--- src/rtl/ipc_msg_pkg.sv ---
package ipc_msg_pkg;
    localparam int MSG_W = 32;

    typedef struct packed {
        logic [MSG_W-1:0] val;
        logic             pend;
    } slot_state_t;
endpackage

--- src/rtl/ipc_msg_decode.sv ---
module ipc_msg_decode #(
    parameter int NUM_REGS  = 4,
    parameter int ADDR_W    = 9,
    parameter int STRIDE    = 16,
    parameter int EN_OFFSET = 256
) (
    input  logic                clk,
    input  logic                rst_n,
    input  logic [ADDR_W-1:0]   addr,
    input  logic                wr_en,
    input  logic                rd_en,
    output logic [NUM_REGS-1:0] slot_wr,
    output logic [NUM_REGS-1:0] slot_rd,
    output logic                en_wr,
    output logic                en_rd
);
    localparam logic [ADDR_W-1:0] EN_ADDR = ADDR_W'(EN_OFFSET);

    for (genvar g = 0; g < NUM_REGS; g++) begin : g_slot_dec
        localparam logic [ADDR_W-1:0] SLOT_ADDR = ADDR_W'(g * STRIDE);
        assign slot_wr[g] = wr_en && (addr == SLOT_ADDR);
        assign slot_rd[g] = rd_en && (addr == SLOT_ADDR);
    end

    assign en_wr = wr_en && (addr == EN_ADDR);
    assign en_rd = rd_en && (addr == EN_ADDR);

    // one address selects at most one slot, never a slot and the enable register together
    assert_one_slot_R2: assert property (@(posedge clk) disable iff (!rst_n)
        $onehot0({slot_wr, en_wr}));
endmodule

--- src/rtl/ipc_msg_slot.sv ---
module ipc_msg_slot
    import ipc_msg_pkg::*;
#(
    parameter bit CAN_IRQ = 1'b1
) (
    input  logic             clk,
    input  logic             rst_n,
    input  logic             wr_hit,
    input  logic             rd_hit,
    input  logic             en_cur,
    input  logic             en_next,
    input  logic [MSG_W-1:0] wdata,
    output logic [MSG_W-1:0] val,
    output logic             pend
);
    slot_state_t st_d, st_q;

    always_comb begin
        st_d = st_q;
        if (wr_hit) begin
            st_d.val  = wdata;
            st_d.pend = en_cur && CAN_IRQ;
        end else if (rd_hit) begin
            st_d.pend = 1'b0;
        end
        if (!en_next) begin
            st_d.pend = 1'b0;
        end
    end

    always_ff @(posedge clk or negedge rst_n) begin
        if (!rst_n) st_q <= '0;
        else        st_q <= st_d;
    end

    assign val  = st_q.val;
    assign pend = st_q.pend;

    assert_arm_on_write_R3: assert property (@(posedge clk) disable iff (!rst_n)
        (wr_hit && en_cur && en_next && CAN_IRQ) |=> (pend && val == $past(wdata)));
    assert_read_clears_R4: assert property (@(posedge clk) disable iff (!rst_n)
        (rd_hit && !wr_hit) |=> !pend);
    assert_disabled_quiet_R5: assert property (@(posedge clk) disable iff (!rst_n)
        (wr_hit && !en_cur) |=> !pend);
    assert_mask_quiet_R6: assert property (@(posedge clk) disable iff (!rst_n)
        !CAN_IRQ |-> !pend);
    assert_enable_gate_R8: assert property (@(posedge clk) disable iff (!rst_n)
        !en_cur |-> !pend);
    assert_write_wins_R9: assert property (@(posedge clk) disable iff (!rst_n)
        (wr_hit && rd_hit && en_cur && en_next && CAN_IRQ) |=> pend);
endmodule

--- src/rtl/ipc_msg_bank.sv ---
module ipc_msg_bank
    import ipc_msg_pkg::*;
#(
    parameter int               NUM_REGS  = 4,
    parameter int               ADDR_W    = 9,
    parameter int               STRIDE    = 16,
    parameter int               EN_OFFSET = 256,
    parameter logic [NUM_REGS-1:0] RX_MASK = '1
) (
    input  logic                clk,
    input  logic                rst_n,
    input  logic [ADDR_W-1:0]   addr,
    input  logic                wr_en,
    input  logic                rd_en,
    input  logic [MSG_W-1:0]    wdata,
    output logic [MSG_W-1:0]    rdata,
    output logic [NUM_REGS-1:0] irq
);
    localparam int PAD_W = MSG_W - NUM_REGS;

    logic [NUM_REGS-1:0] slot_wr, slot_rd;
    logic                en_wr, en_rd;
    logic [NUM_REGS-1:0] en_d, en_q;
    logic [MSG_W-1:0]    slot_val [NUM_REGS];
    logic [NUM_REGS-1:0] slot_pend;

    ipc_msg_decode #(
        .NUM_REGS (NUM_REGS),
        .ADDR_W   (ADDR_W),
        .STRIDE   (STRIDE),
        .EN_OFFSET(EN_OFFSET)
    ) decode_i (
        .clk    (clk),
        .rst_n  (rst_n),
        .addr   (addr),
        .wr_en  (wr_en),
        .rd_en  (rd_en),
        .slot_wr(slot_wr),
        .slot_rd(slot_rd),
        .en_wr  (en_wr),
        .en_rd  (en_rd)
    );

    always_comb begin
        en_d = en_q;
        if (en_wr) en_d = wdata[NUM_REGS-1:0];
    end

    always_ff @(posedge clk or negedge rst_n) begin
        if (!rst_n) en_q <= '0;
        else        en_q <= en_d;
    end

    for (genvar g = 0; g < NUM_REGS; g++) begin : g_slot
        ipc_msg_slot #(.CAN_IRQ(RX_MASK[g])) slot_i (
            .clk    (clk),
            .rst_n  (rst_n),
            .wr_hit (slot_wr[g]),
            .rd_hit (slot_rd[g]),
            .en_cur (en_q[g]),
            .en_next(en_d[g]),
            .wdata  (wdata),
            .val    (slot_val[g]),
            .pend   (slot_pend[g])
        );
    end

    always_comb begin
        rdata = '0;
        for (int i = 0; i < NUM_REGS; i++) begin
            if (slot_rd[i]) rdata = rdata | slot_val[i];
        end
        if (en_rd) rdata = {{PAD_W{1'b0}}, en_q};
    end

    assign irq = slot_pend;

    assert_irq_subset_R7: assert property (@(posedge clk) disable iff (!rst_n)
        (irq & ~en_q) == '0);
    assert_idle_read_zero_R2: assert property (@(posedge clk) disable iff (!rst_n)
        !rd_en |-> (rdata == '0));
endmodule

--- config.mk ---
export PLATFORM = sky130hd
export DESIGN_NAME = ipc_msg_bank
export DESIGN_NICKNAME = d
export VERILOG_FILES = /design/src/rtl/ipc_msg_pkg.sv /design/src/rtl/ipc_msg_decode.sv /design/src/rtl/ipc_msg_slot.sv /design/src/rtl/ipc_msg_bank.sv
export SDC_FILE = /design/constraint.sdc
export NUM_CORES = 1
export LEC_CHECK = 0
export BUFFER_PORTS_ARGS = -buffer_cell sky130_fd_sc_hd__buf_2
export CAP_MARGIN = 5
export CORE_MARGIN = 5
export CORE_UTILIZATION = 45
export DETAILED_ROUTE_END_ITERATION = 12
export PLACE_DENSITY = 0.63
export SKIP_LAST_GASP = 1
export SYNTH_ARGS = -nofsm -noshare
export SYNTH_HDL_FRONTEND = slang
export SYNTH_SLANG_ARGS = --single-unit
--- constraint.sdc ---
create_clock -name clk -period 3.65 [get_ports clk]
set_input_delay 0.9125 -clock clk [delete_from_list [all_inputs] [get_ports clk]]
set_output_delay 0.9125 -clock clk [all_outputs]
set_load 0.01 [all_outputs]
Word-level counts from Yosys, hierarchy flattened
Index checks and enable logic that the tools add are counted.
Word-level totals
  latch bits: 0
  memories: 0
  memory bits (read-only): 0
  output and inout bits: 36
  flip-flop bits (word level): 136
  word-level logic and storage cells: 49
  RAM bits: 0
  input port bits: 45
Cells by class
  $mul: 0
  muxes and demuxes: 18
  div/mod/pow operators: 0
  order comparisons: 0
  reductions and logical operators: 11
  shifts and indexed selects: 0
  equality and inequality tests: 8
  add/sub/neg operators: 0
  bitwise operators: 3
Operators with widths (number)
  2-to-1 mux 32 bit: 5
  OR 32 bit: 3
  == test 9 x 6 -> 1 bit, second input constant: 2
  2-to-1 mux 1 bit: 12
  != test 3 x 1 -> 1 bit, second input constant: 4
  logical AND 1 bit: 10
  == test 9 x 5 -> 1 bit, second input constant: 1
  == test 9 bit, second input constant: 1
  zero test 9 bit: 1
  2-to-1 mux 4 bit: 1

Logic depth before layout (Yosys ltp)
  word-level depth: 10
  depth in mapped cells: 6
  gate-level depth less buffers: 4

Cells and area by module
Synthesis repeated with hierarchy kept, for this count alone.
Second synthesis, totals
  cell total of the unflattened synthesis: 432
  area total of the unflattened synthesis: 6551.3 um^2
Modules (own cells, without submodules)
  ipc_msg_slot: area each 1378.8 um^2, cells each 72, instances 4, seq. area each 825.8 um^2
  ipc_msg_bank: area each 908.4 um^2, cells each 124, instances 1, seq. area each 100.1 um^2
  ipc_msg_decode: area each 127.6 um^2, cells each 20, instances 1, seq. area each 0.0 um^2

Worst setup path after synthesis
OpenSTA, ideal clock, no wires.
  kind: input-to-output
  start: input addr[1]
  end: output rdata[21]
  slack: 0.617 ns
  cell stages on the path: 6
  arrival time: 2.121 ns
  buffers on the path: 3
  data required time: 2.738 ns
  cells stage by stage: nor4_2 > buf_4 > and4b_1 > buf_2 > buf_2 > a221o_1
On the way
  word-level cells in the longest chain between the ends: 10
  elaborated cells between the ends (all ways): 18
  those cells by class: 4 x eq/ne; 5 x mux; 3 x bitwise; 6 x reduce/logical
RTL lines
  start, declared: line ipc_msg_bank.sv:12  | input logic [ADDR_W-1:0] addr,
  zero test 9 bit: line ipc_msg_decode.sv:22  | assign slot_rd[g] = rd_en && (addr == SLOT_ADDR);
  logical AND 1 bit: line ipc_msg_decode.sv:22
  2-to-1 mux 32 bit: line ipc_msg_bank.sv:71  | if (slot_rd[i]) rdata = rdata | slot_val[i];
  OR 32 bit: line ipc_msg_bank.sv:71
  2-to-1 mux 32 bit: line ipc_msg_bank.sv:71
  OR 32 bit: line ipc_msg_bank.sv:71
  2-to-1 mux 32 bit: line ipc_msg_bank.sv:71
  OR 32 bit: line ipc_msg_bank.sv:71
  2-to-1 mux 32 bit: line ipc_msg_bank.sv:71
  2-to-1 mux 32 bit *: line ipc_msg_bank.sv:73  | if (en_rd) rdata = {{PAD_W{1'b0}}, en_q};
  end, declared: line ipc_msg_bank.sv:16  | output logic [MSG_W-1:0] rdata,
Mark *: on every way between the ends. The rest lies on a longest branch, timed or not.

Worst setup path after layout
  start: input addr[1]
  end: output rdata[1]
The elaborated chain is that of the path after synthesis.

==> flow_summary_export.csv <==
group,metric,value,unit
detailed_routing,ant_nets,0,
placement,gp_congestion,0.8632,
grt,grt_pass1_vias,4205,
clocking,cts_num_sinks,136,
clocking,cts_tree,"yes",
cells_and_area,fin_nets,563,
cells_and_area,fin_area,7441,µm²
cells_and_area,insertedDiodeCount,0,
timing,max_freq,0.3062,GHz
pwr,power_leakage,3.841,nW
synthesis,syn_avg_cell_area,14.31,µm²
grt,grt-ovfl-total,0,
timing,hold_viol_final,0,
synthesis,yosysTopAreaCell,"dfrtp_1",
synthesis,ys_async_sr_fraction,1.000,
floorplanning,die_w,127.9,µm
timing,period_minus_slack,3.265,ns
floorplanning,row_count,43,
clocking,path_clk_slew,0.05,ns
timing,relSlewSlack,0.5333,
synthesis,synth_cell_type_count,34,
cells_and_area,fillers,1188,
cells_and_area,multi_input_area,2654,µm²
timing,finalClockSkew,0.003824,ns
critical_path,critical_path_class,"input port to primary output",
clocking,insertion_delay,0.41,ns
detailed_routing,routedWlPerCell,18.91,µm
critical_path,critPathSlowestCell,"or4_1",
timing,rsz0062_at_grt,"false",
grt,grt_first_pass_wirelength,22.09,mm
clocking,ctsHtreeMaxLevel,4,
critical_path,startpoint_type,"input port",
critical_path,cp.arrival,2.35,ns
placement,io_buffers,80,
min_path,hp-class,"flop to flop",
synthesis,synth-edff-count,0,
detailed_routing,route.detailed.drc,0,
grt,grt_usage,0.1743,
timing,setup_viol,0,
cells_and_area,seq_area,3403,µm²
pwr,p_total,3.448,mW
clocking,postCtsSetupRepairBufs,0,
placement,placed_area,6844,µm²
detailed_routing,drt_wl_total,13.43,mm
critical_path,endpoint_kind,"primary output",
detailed_routing,vias,3925,
clocking,hold_buffers,0,
synthesis,synth.area.top_cells,"dfrtp_1 (54%), mux2_2 (19%), mux2_4 (7.0%)",
critical_path,r2r-start,"en_q[0]",
synthesis,synth-simple-area-share,0.05482,
synthesis,synth_cells,437,
critical_path,crit_top_cell,"buf_2",
clocking,cts_root_buffer,"clkbuf_16",
cells_and_area,drive_gt1_frac,0.4981,
floorplanning,die_h,127.9,µm
clocking,clockBufferDepth,2,
timing,setup_tns,0,ns
timing,worstMarginPinSlew,0.7000,ns
critical_path,critPathLaunch,"addr[1]",
synthesis,synthAdderAreaFrac,0,
critical_path,cp_top_family,"simple AND/OR/NAND/NOR gates",
placement,hpwl,8.415,mm
timing,timing.final.crit_share,0.8946,
timing,finalMaxSlewViolations,0,
floorplanning,die_area,16350,µm²
run,max_cap_violations,0,
clocking,cts_resized,0,
synthesis,ys_seq_elements,136,
critical_path,critPathBufInv,2,
synthesis,ys_warn_count,0,
detailed_routing,drtPass1Iterations,5,
synthesis,synth_top_area_frac,0.5442,
critical_path,cpPeakStageDelay,0.59,ns
synthesis,syn_nets,482,
floorplanning,start_util,0.4540,
synthesis,synth_area,6253,µm²
clocking,cts_buffers,17,
synthesis,ys_seq_area_frac,0.5442,
grt,grt_max_degree,75,
floorplanning,pin_count,81,
floorplanning,core_area,13770,µm²
synthesis,synth_top_family_by_area,"multiplexers",
synthesis,synthTopCellsByCount,"dfrtp_1 (136), mux2_2 (103), nor2_1 (34)",
critical_path,crit_chain,"buf_2 -> or4_1 -> a2111oi_0 -> a221oi_1 -> nor2_1 -> buf_2",
critical_path,cp_max_fo,3,
status,status,"finished, final reports clean",
critical_path,worst_ep_required_time,2.74,ns
synthesis,synth_compound_area_frac,0.06423,
synthesis,synth.area.mux_share,0.3035,
detailed_routing,vias_per_cell,5.528,
synthesis,synth_xor_xnor_area_share,0,
detailed_routing,drtIter0Drc,172,
cells_and_area,areaGrowthSynthToFinish,18.99,%
grt,antenna_found_initial,1,
pwr,max-vdd-ir-drop,0.0003492,V
synthesis,yosysMostFrequentCell,"dfrtp_1",
synthesis,dominantRegCellSynth,"dfrtp_1",
pwr,power_density,463.4,nW/µm²
min_path,min_from,"g_slot[2].slot_i.val[23]",
[registers in the layout, summed over array words and instances, names as in the netlist]
register and cells:
g_slot.slot_i.val 128, g_slot.slot_i.pend 4, en_q 4
[final cells by class]
cell class              instances  area share
clock inverters                 9     0.01648
flip-flops and latches        136      0.4574
clock buffers                  22     0.06373
repair buffers                 94     0.07550
multi-input cells             269      0.3567
well taps                     180     0.03027
[path summary, 6_finish.rpt]
check                                                end  slack [ns]  cells past startpoint
worst min register to register  g_slot[2].slot_i.val[23]        0.50                      1
min in group asynchronous        g_slot[1].slot_i.val[1]        0.51                      1
worst min-delay path            g_slot[2].slot_i.val[23]        0.50                      1
worst max register to register     g_slot[0].slot_i.pend        2.73                      2
worst max-delay path                            rdata[1]        0.38                      6
max in group asynchronous       g_slot[0].slot_i.val[25]        2.37                      2
[stage by stage]
step	util	hold slack, ns	worst slack [ns]	cells
after global placement	0.4969	0.4835	0.3721	679
after global routing	0.5402	0.5138	0.2063	710
after CTS	0.5402	0.5046	0.3759	710
after floorplan	-	0.4739	0.6166	437
after detailed placement	0.4969	0.4921	0.3764	679
final	0.5402	0.4998	0.3846	710
[layer usage]
metal	track usage	part of all wire	routed length, µm	vias up
met4	0.07553	0.023	303	2
met3	0.04500	0.047	626	27
met5	0	0.00052	7	-
met1	0.2328	0.46	6157	2033
li1	-	-	-	1776
met2	0.2696	0.47	6331	87
[logic make-up after synthesis]
family | count (synthesis)
flip-flops | 136
buffers and inverters | 32
multiplexers | 161
AND/OR/NAND/NOR | 64
AO/OA/AOI/OAI | 44
[report_power, final]
group	switching [mW]	total [mW]	internal (mW)	leakage, nW
clock network	0.603	1.72	1.12	0.296
registers	0.0195	1.57	1.55	1.89
logic	0.0877	0.160	0.0726	1.66
total	0.710	3.45	2.74	3.84
[cells in the final DEF, fill, tap and decap left out, drive strengths merged]
cell type / synthesis / layout
buf: 28 / 94
mux2: 132 / 132
nor2: 34 / 34
nand3: 5 / 5
clkinvlp: 0 / 1
or4: 1 / 1
nand4b: 1 / 1
a22o: 1 / 1
a221oi: 3 / 3
and2: 1 / 1
a21boi: 4 / 4
nor2b: 2 / 2
nand2b: 5 / 5
nor4: 1 / 1
clkinv: 0 / 5
nor3b: 3 / 3
nor3: 3 / 3
clkbuf: 4 / 22
mux4: 1 / 1
bufinv: 0 / 3
o21ai: 3 / 3
nor4b: 1 / 1
dfrtp: 136 / 136
mux2i: 28 / 28
o31ai: 1 / 1
a221o: 28 / 28
o21a: 1 / 1
and4b: 1 / 1
and3: 3 / 3
a2111oi: 3 / 3
nand2: 3 / 3
[worst register-to-register path, cell delays in order (launching register included)]
cell and delay [ns]:
dfrtp_1 0.37, mux2_2 0.28, a21boi_0 0.13
No activity file was read; power rests on OpenSTA's default activity.
